==> config.mk <==
export PLATFORM = sky130hd
export DESIGN_NAME = req_splitter
export DESIGN_NICKNAME = d
export VERILOG_FILES = /design/src/rtl/split_pkg.sv /design/src/rtl/split_limit.sv /design/src/rtl/split_chunk.sv /design/src/rtl/req_splitter.sv
export SDC_FILE = /design/constraint.sdc
export NUM_CORES = 1
export LEC_CHECK = 0
export BUFFER_PORTS_ARGS = -buffer_cell sky130_fd_sc_hd__buf_2
export CORE_ASPECT_RATIO = 1.25
export CORE_MARGIN = 5
export CORE_UTILIZATION = 30
export CTS_CLUSTER_DIAMETER = 150
export DETAILED_ROUTE_END_ITERATION = 8
export PLACE_DENSITY = 0.6
export SLEW_MARGIN = 20
export SYNTH_ARGS = -nofsm -noshare
export SYNTH_HDL_FRONTEND = slang
export SYNTH_SLANG_ARGS = --single-unit
==> constraint.sdc <==
create_clock -name clk -period 8.5 [get_ports clk]
set_clock_uncertainty 0.05 [all_clocks]
set_input_delay 1.275 -clock clk [delete_from_list [all_inputs] [get_ports clk]]
set_output_delay 1.275 -clock clk [all_outputs]
set_load 0.02 [all_outputs]
==> src/rtl/split_pkg.sv <==
package split_pkg;
  typedef enum logic {DIR_RD = 1'b0, DIR_WR = 1'b1} dir_e;
endpackage

==> src/rtl/split_limit.sv <==
module split_limit #(
  parameter int LEN_W  = 13,
  parameter int WR_CAP = 256,
  parameter int RD_CAP = 512
) (
  input  split_pkg::dir_e   dir,
  input  logic [LEN_W-1:0]  cfg_wr,
  input  logic [LEN_W-1:0]  cfg_rd,
  output logic [LEN_W-1:0]  lim
);
  localparam logic [LEN_W-1:0] CAP_WR = LEN_W'(WR_CAP);
  localparam logic [LEN_W-1:0] CAP_RD = LEN_W'(RD_CAP);

  // effective limit: smaller of bus setting and internal cap for the direction
  always_comb begin
    if (dir == split_pkg::DIR_WR) lim = (cfg_wr < CAP_WR) ? cfg_wr : CAP_WR;
    else                          lim = (cfg_rd < CAP_RD) ? cfg_rd : CAP_RD;
  end
endmodule

==> src/rtl/split_chunk.sv <==
module split_chunk #(
  parameter int LEN_W      = 13,
  parameter int PAGE_BYTES = 4096,
  parameter int CL_BYTES   = 64
) (
  input  logic [$clog2(PAGE_BYTES)-1:0] off_in,
  input  logic [LEN_W-1:0]              rem,
  input  logic [LEN_W-1:0]              lim,
  output logic [LEN_W-1:0]              len,
  output logic                          last
);
  localparam int PAGE_W = $clog2(PAGE_BYTES);
  localparam int CL_W   = $clog2(CL_BYTES);
  localparam int W      = LEN_W + 1;
  localparam logic [W-1:0] PAGE = W'(PAGE_BYTES);

  logic [W-1:0] off, page_left, lim_end, lim_al, cut;

  always_comb begin
    off       = W'(off_in);
    page_left = PAGE - off;
    lim_end   = off + W'(lim);
    lim_al    = {lim_end[W-1:CL_W], {CL_W{1'b0}}};
    cut       = (lim_al < PAGE) ? lim_al : PAGE;
    // whole remainder fits: send it as is, no alignment
    last      = (W'(rem) <= W'(lim)) && (W'(rem) <= page_left);
    len       = last ? rem : LEN_W'(cut - off);
  end
endmodule

==> src/rtl/req_splitter.sv <==
module req_splitter #(
  parameter int ADDR_W     = 32,
  parameter int LEN_W      = 13,
  parameter int PAGE_BYTES = 4096,
  parameter int CL_BYTES   = 64,
  parameter int WR_CAP     = 256,
  parameter int RD_CAP     = 512
) (
  input  logic              clk,
  input  logic              rst,
  input  logic              req_valid,
  output logic              req_ready,
  input  logic [ADDR_W-1:0] req_addr,
  input  logic [LEN_W-1:0]  req_len,
  input  logic              req_is_wr,
  input  logic [LEN_W-1:0]  cfg_wr_max,
  input  logic [LEN_W-1:0]  cfg_rd_max,
  output logic              pkt_valid,
  input  logic              pkt_ready,
  output logic [ADDR_W-1:0] pkt_addr,
  output logic [LEN_W-1:0]  pkt_len,
  output logic              pkt_last,
  output logic              pkt_is_wr
);
  localparam int PAGE_W = $clog2(PAGE_BYTES);
  localparam int CL_W   = $clog2(CL_BYTES);

  logic              busy_q, last_q, wr_q;
  logic [ADDR_W-1:0] pa_q;
  logic [LEN_W-1:0]  rem_q, len_q, lim_q;
  logic [LEN_W-1:0]  lim_new, c_rem, c_lim, c_len;
  logic [ADDR_W-1:0] step_addr, c_addr;
  logic [LEN_W-1:0]  step_rem;
  logic              c_last, load, take;

  assign req_ready = !busy_q;
  assign pkt_valid = busy_q;
  assign pkt_addr  = pa_q;
  assign pkt_len   = len_q;
  assign pkt_last  = last_q;
  assign pkt_is_wr = wr_q;

  assign load = req_valid && !busy_q && (req_len != '0);
  assign take = busy_q && pkt_ready;

  split_limit #(.LEN_W(LEN_W), .WR_CAP(WR_CAP), .RD_CAP(RD_CAP)) u_lim (
    .dir    (split_pkg::dir_e'(req_is_wr)),
    .cfg_wr (cfg_wr_max),
    .cfg_rd (cfg_rd_max),
    .lim    (lim_new)
  );

  always_comb begin
    step_addr = pa_q + ADDR_W'(len_q);
    step_rem  = rem_q - len_q;
    c_addr    = load ? req_addr : step_addr;
    c_rem     = load ? req_len  : step_rem;
    c_lim     = load ? lim_new  : lim_q;
  end

  split_chunk #(.LEN_W(LEN_W), .PAGE_BYTES(PAGE_BYTES), .CL_BYTES(CL_BYTES)) u_chunk (
    .off_in (c_addr[PAGE_W-1:0]),
    .rem    (c_rem),
    .lim    (c_lim),
    .len    (c_len),
    .last   (c_last)
  );

  always_ff @(posedge clk) begin
    if (rst) begin
      busy_q <= 1'b0;
      last_q <= 1'b0;
      wr_q   <= 1'b0;
      pa_q   <= '0;
      rem_q  <= '0;
      len_q  <= '0;
      lim_q  <= '0;
    end else if (load) begin
      busy_q <= 1'b1;
      pa_q   <= req_addr;
      rem_q  <= req_len;
      lim_q  <= lim_new;
      wr_q   <= req_is_wr;
      len_q  <= c_len;
      last_q <= c_last;
    end else if (take) begin
      if (last_q) begin
        busy_q <= 1'b0;
      end else begin
        pa_q   <= step_addr;
        rem_q  <= step_rem;
        len_q  <= c_len;
        last_q <= c_last;
      end
    end
  end

  AST_RESET_IDLE: assert property (@(posedge clk) rst |=> !pkt_valid && req_ready);
  AST_NO_ACCEPT_BUSY: assert property (@(posedge clk) disable iff (rst)
    pkt_valid |-> !req_ready);
  AST_ZERO_DROPPED: assert property (@(posedge clk) disable iff (rst)
    (req_valid && req_ready && req_len == '0) |=> !pkt_valid);
  AST_NO_PAGE_CROSS: assert property (@(posedge clk) disable iff (rst)
    pkt_valid |-> ((PAGE_W+2)'(pkt_addr[PAGE_W-1:0]) + (PAGE_W+2)'(pkt_len)
                   <= (PAGE_W+2)'(PAGE_BYTES)));
  AST_LEN_CAP: assert property (@(posedge clk) disable iff (rst)
    pkt_valid |-> (pkt_len != '0) &&
      (pkt_len <= LEN_W'(pkt_is_wr ? WR_CAP : RD_CAP)));
  AST_SPLIT_ALIGNED: assert property (@(posedge clk) disable iff (rst)
    (pkt_valid && !pkt_last) |->
      ((pkt_addr[CL_W-1:0] + pkt_len[CL_W-1:0]) == '0));
  AST_CONTIGUOUS: assert property (@(posedge clk) disable iff (rst)
    (pkt_valid && pkt_ready && !pkt_last) |=>
      pkt_valid && (pkt_addr == $past(pkt_addr) + ADDR_W'($past(pkt_len))));
  AST_HOLD_STABLE: assert property (@(posedge clk) disable iff (rst)
    (pkt_valid && !pkt_ready) |=> pkt_valid && $stable(pkt_addr) &&
      $stable(pkt_len) && $stable(pkt_last) && $stable(pkt_is_wr));
  AST_FIRST_NEXT_CYCLE: assert property (@(posedge clk) disable iff (rst)
    (req_valid && req_ready && req_len != '0) |=>
      pkt_valid && (pkt_is_wr == $past(req_is_wr)));
endmodule

==> impl_metrics.yaml <==
run_status:
  result_of_the_run: "finished clean"
floorplan:
  die_width_um: 138
  ios: 125
  fp_rows: 58
  die_area_um2: 23400
  fp.dieH_um: 170
  initial_utilization_pct: 30.4
  floorplan.core_area_um2: 20100
drt:
  avgRoutedWirePerCell_um: 16.7
  via_per_inst: 5.16
  routed-via-count: 6104
  drt_iter0_drc: 368
  drt_pre_antenna_iters: 5
  routed_wl_um: 19700
  drc_errors: 0
  drtAntennaViolNets: 0
synthesis:
  netlist_area_um2: 6120
  asyncSetResetFlopFracSynth_pct: 0
  synth.largest_area_cell: "dfxtp_1"
  synth.distinct_cells: 70
  syn-instance-count: 795
  synth_top_area_share_pct: 24.2
  ys.flop_type: "dfxtp_1"
  synth-seq-area-share_pct: 24.2
  yosysWarningCount: 0
  largest_cells_by_area_after_synthesis: "dfxtp_1, ha_1, nor2_1, a211oi_1, a21oi_1"
  synth_edf_count: 0
  syn-mean-instance-area_um2: 7.69
  synth_nets: 942
  ys_ff_latch: 74
sta:
  setup_ws_ns: 1.92
  relSlewSlack_pct: 41.5
  timing.final.hold_violations: 0
  setup_total_negative_slack_ns: 0
  max_freq_ghz: 0.152
  rsz0062_at_grt: "false"
  hold_ws_ns: 0.403
  max_slew.worst_pin.slew_ns: 0.877
  timing.final.setup_violations: 0
  timing.final.crit_period_ns: 6.58
  period_utilization_pct: 77.4
  final_max_slew_viol_count: 0
job:
  timing.max_cap.violations: 0
clock_network:
  cts_buffers: 9
  cts_sinks: 74
  post_cts_buffers: 0
  latest_clock_arrival_within_the_worst_skew_pair_ns: 0.35
  tritoncts: "built"
  htree_levels: 3
  cts_hold_buffers: 0
  clk_path_buf_depth: 2
  clockRootBuffer: "clkbuf_16"
  path_clk_slew_ns: 0.07
  ctsResizeCount: 0
setup_path:
  cp-end-kind: "register"
  crit_required_ns: 8.64
  worst-r2r-cell-count: 18
  timing.critical_path.arrival_ns: 6.72
  crit_path_max_fanout: 29
  reg2reg_end: "pkt_len[9]"
  crit_path_start_kind: "input port"
  reg2reg_launch_point: "pkt_valid"
  r2r_setup_slack_ns: 2.59
  worst-setup-path-type: "in2reg"
min_path:
  hold_class: "reg2reg"
  worst_hold_startpoint: "rem_q[0]"
  timing.hold.worst_path_depth: 2
  endpoint_of_the_worst_hold_timing_path: "rem_q[0]"
cells_and_area:
  post_route_cells_drive_above_1_share_pct: 18.4
  synthToLayoutAreaGrowth_pct: 20.7
  nets: 1055
  antenna-diode-count: 0
  finalCoreUtilization_pct: 36.7
global_routing:
  maximum_number_of_pins_on_one_net_before_global_route_repair: 74
  globalRouteTotalUtil_pct: 17.0
  grt-ovfl-total: 0
  grt_first_pass_wirelength_um: 31300
  first_global_vias: 5978
  antenna_found_initial: 2
placement:
  place.detailed.hpwl_um: 15200
  placement.setup.worst_slack_ns: 1.56
  gp_congestion: 0.914
  port-buffer-count: 124
pwr:
  p_per_area_nw_per_um2: 374
  totalPowerFinal_w: 0.00276
  leakage_nw: 3.44
  power.ir.vdd_worst_uv: 129
-- sequential cells by signal (all words and copies together), names as in the netlist --
| name | flops |
|---|---|
| lim_q | 13 |
| rem_q | 13 |
| pkt_addr | 32 |
| pkt_valid | 1 |
| pkt_len | 13 |
| pkt_is_wr | 1 |
| pkt_last | 1 |
-- Yosys cell counts (20+ instances only) --
library cell and n:
xnor2_1 26, nand3_1 20, nor2_1 95, xor2_1 22, inv_1 61, a21oi_1 53, nor3_1 23, a211oi_1 38
o21ai_0 39, clkbuf_1 26, nand2_1 66, dfxtp_1 74, ha_1 69
-- kinds of logic after synthesis --
kind of cell               count (synthesis)  share of synthesized area, %
AOI/OAI and AO/OA                        224                          25.6
xor gates and xnor gates                  48                          6.87
adders and majority gates                 71                          14.8
buffers and inverters                     94                          5.81
DFF                                       74                          24.2
muxes                                      9                          1.47
and+or+nand+nor                          275                          21.3
-- through the flow --
stage / cell area [um2] / std cells
6_report: 7380 / 1183
5_1_grt: 7380 / 1183
4_1_cts: 7380 / 1183
3_5_place_dp: 7040 / 1167
3_3_place_gp: 7040 / 1167
2_1_floorplan: 6120 / 795
-- routing by layer --
metal / vias to the layer above / share of wire, % / global-route usage (%)
li1: 3102 / - / -
met1: 2774 / 43 / 21.3
met2: 186 / 47 / 28.0
met3: 38 / 7.1 / 4.09
met4: 4 / 2.6 / 6.62
met5: - / 0.12 / 0
-- report_power, final --
part	switching [W]	internal, W
registers	0.0000713	0.000415
clock network	0.000163	0.000288
logic	0.00109	0.000739
total	0.00132	0.00144
-- worst max-delay path, cell delays in order --
cell and delay (ns):
buf_2 0.11, nor4_1 0.47, nand4_1 0.23, nand2_2 0.51, mux2i_1 0.41, ha_1 0.26, a21bo_2 0.27, nor3_1 0.52
nand3_1 0.17, xnor2_1 0.16, ha_1 0.22, a2111oi_0 0.40, o221ai_1 0.19, a2111oi_0 0.42, o22ai_1 0.20, nor2_1 0.13
buf_4 0.25, nand2_1 0.14, o32ai_1 0.27, a211oi_1 0.08
-- worst max-delay path by stage --
stage | from | end | cells past startpoint
after floorplan | req_len[0] | pkt_len[5] | 21
after global placement | req_len[0] | pkt_len[11] | 24
after detailed placement | req_len[0] | pkt_len[9] | 20
after CTS | req_len[0] | pkt_len[9] | 20
after global routing | req_len[0] | pkt_len[9] | 20
final | req_len[0] | pkt_len[9] | 20
-- final cells by class --
class                           count  area, um2
Clock buffer                       10        229
Clock inverter                      6        115
Fill cell                        2134      12700
Inverter                           63        236
Multi-Input combinational cell    627       4300
Sequential cell                    74       1480
Tap cell                          270        338
Timing Repair Buffer              133        688
-- placed cells by master (no fill, tap or decap), drive strengths merged, types with 10 or more instances in the layout --
cell	n
and3	15
dfxtp	74
inv	63
o21ai	42
xor2	22
nor3	24
nand4	14
clkbuf	10
ha	69
xnor2	26
buf	133
nand3	20
a21o	16
nand2	66
a21oi	54
a211oi	39
nor2	95
(Power assumes the default switching activity.)
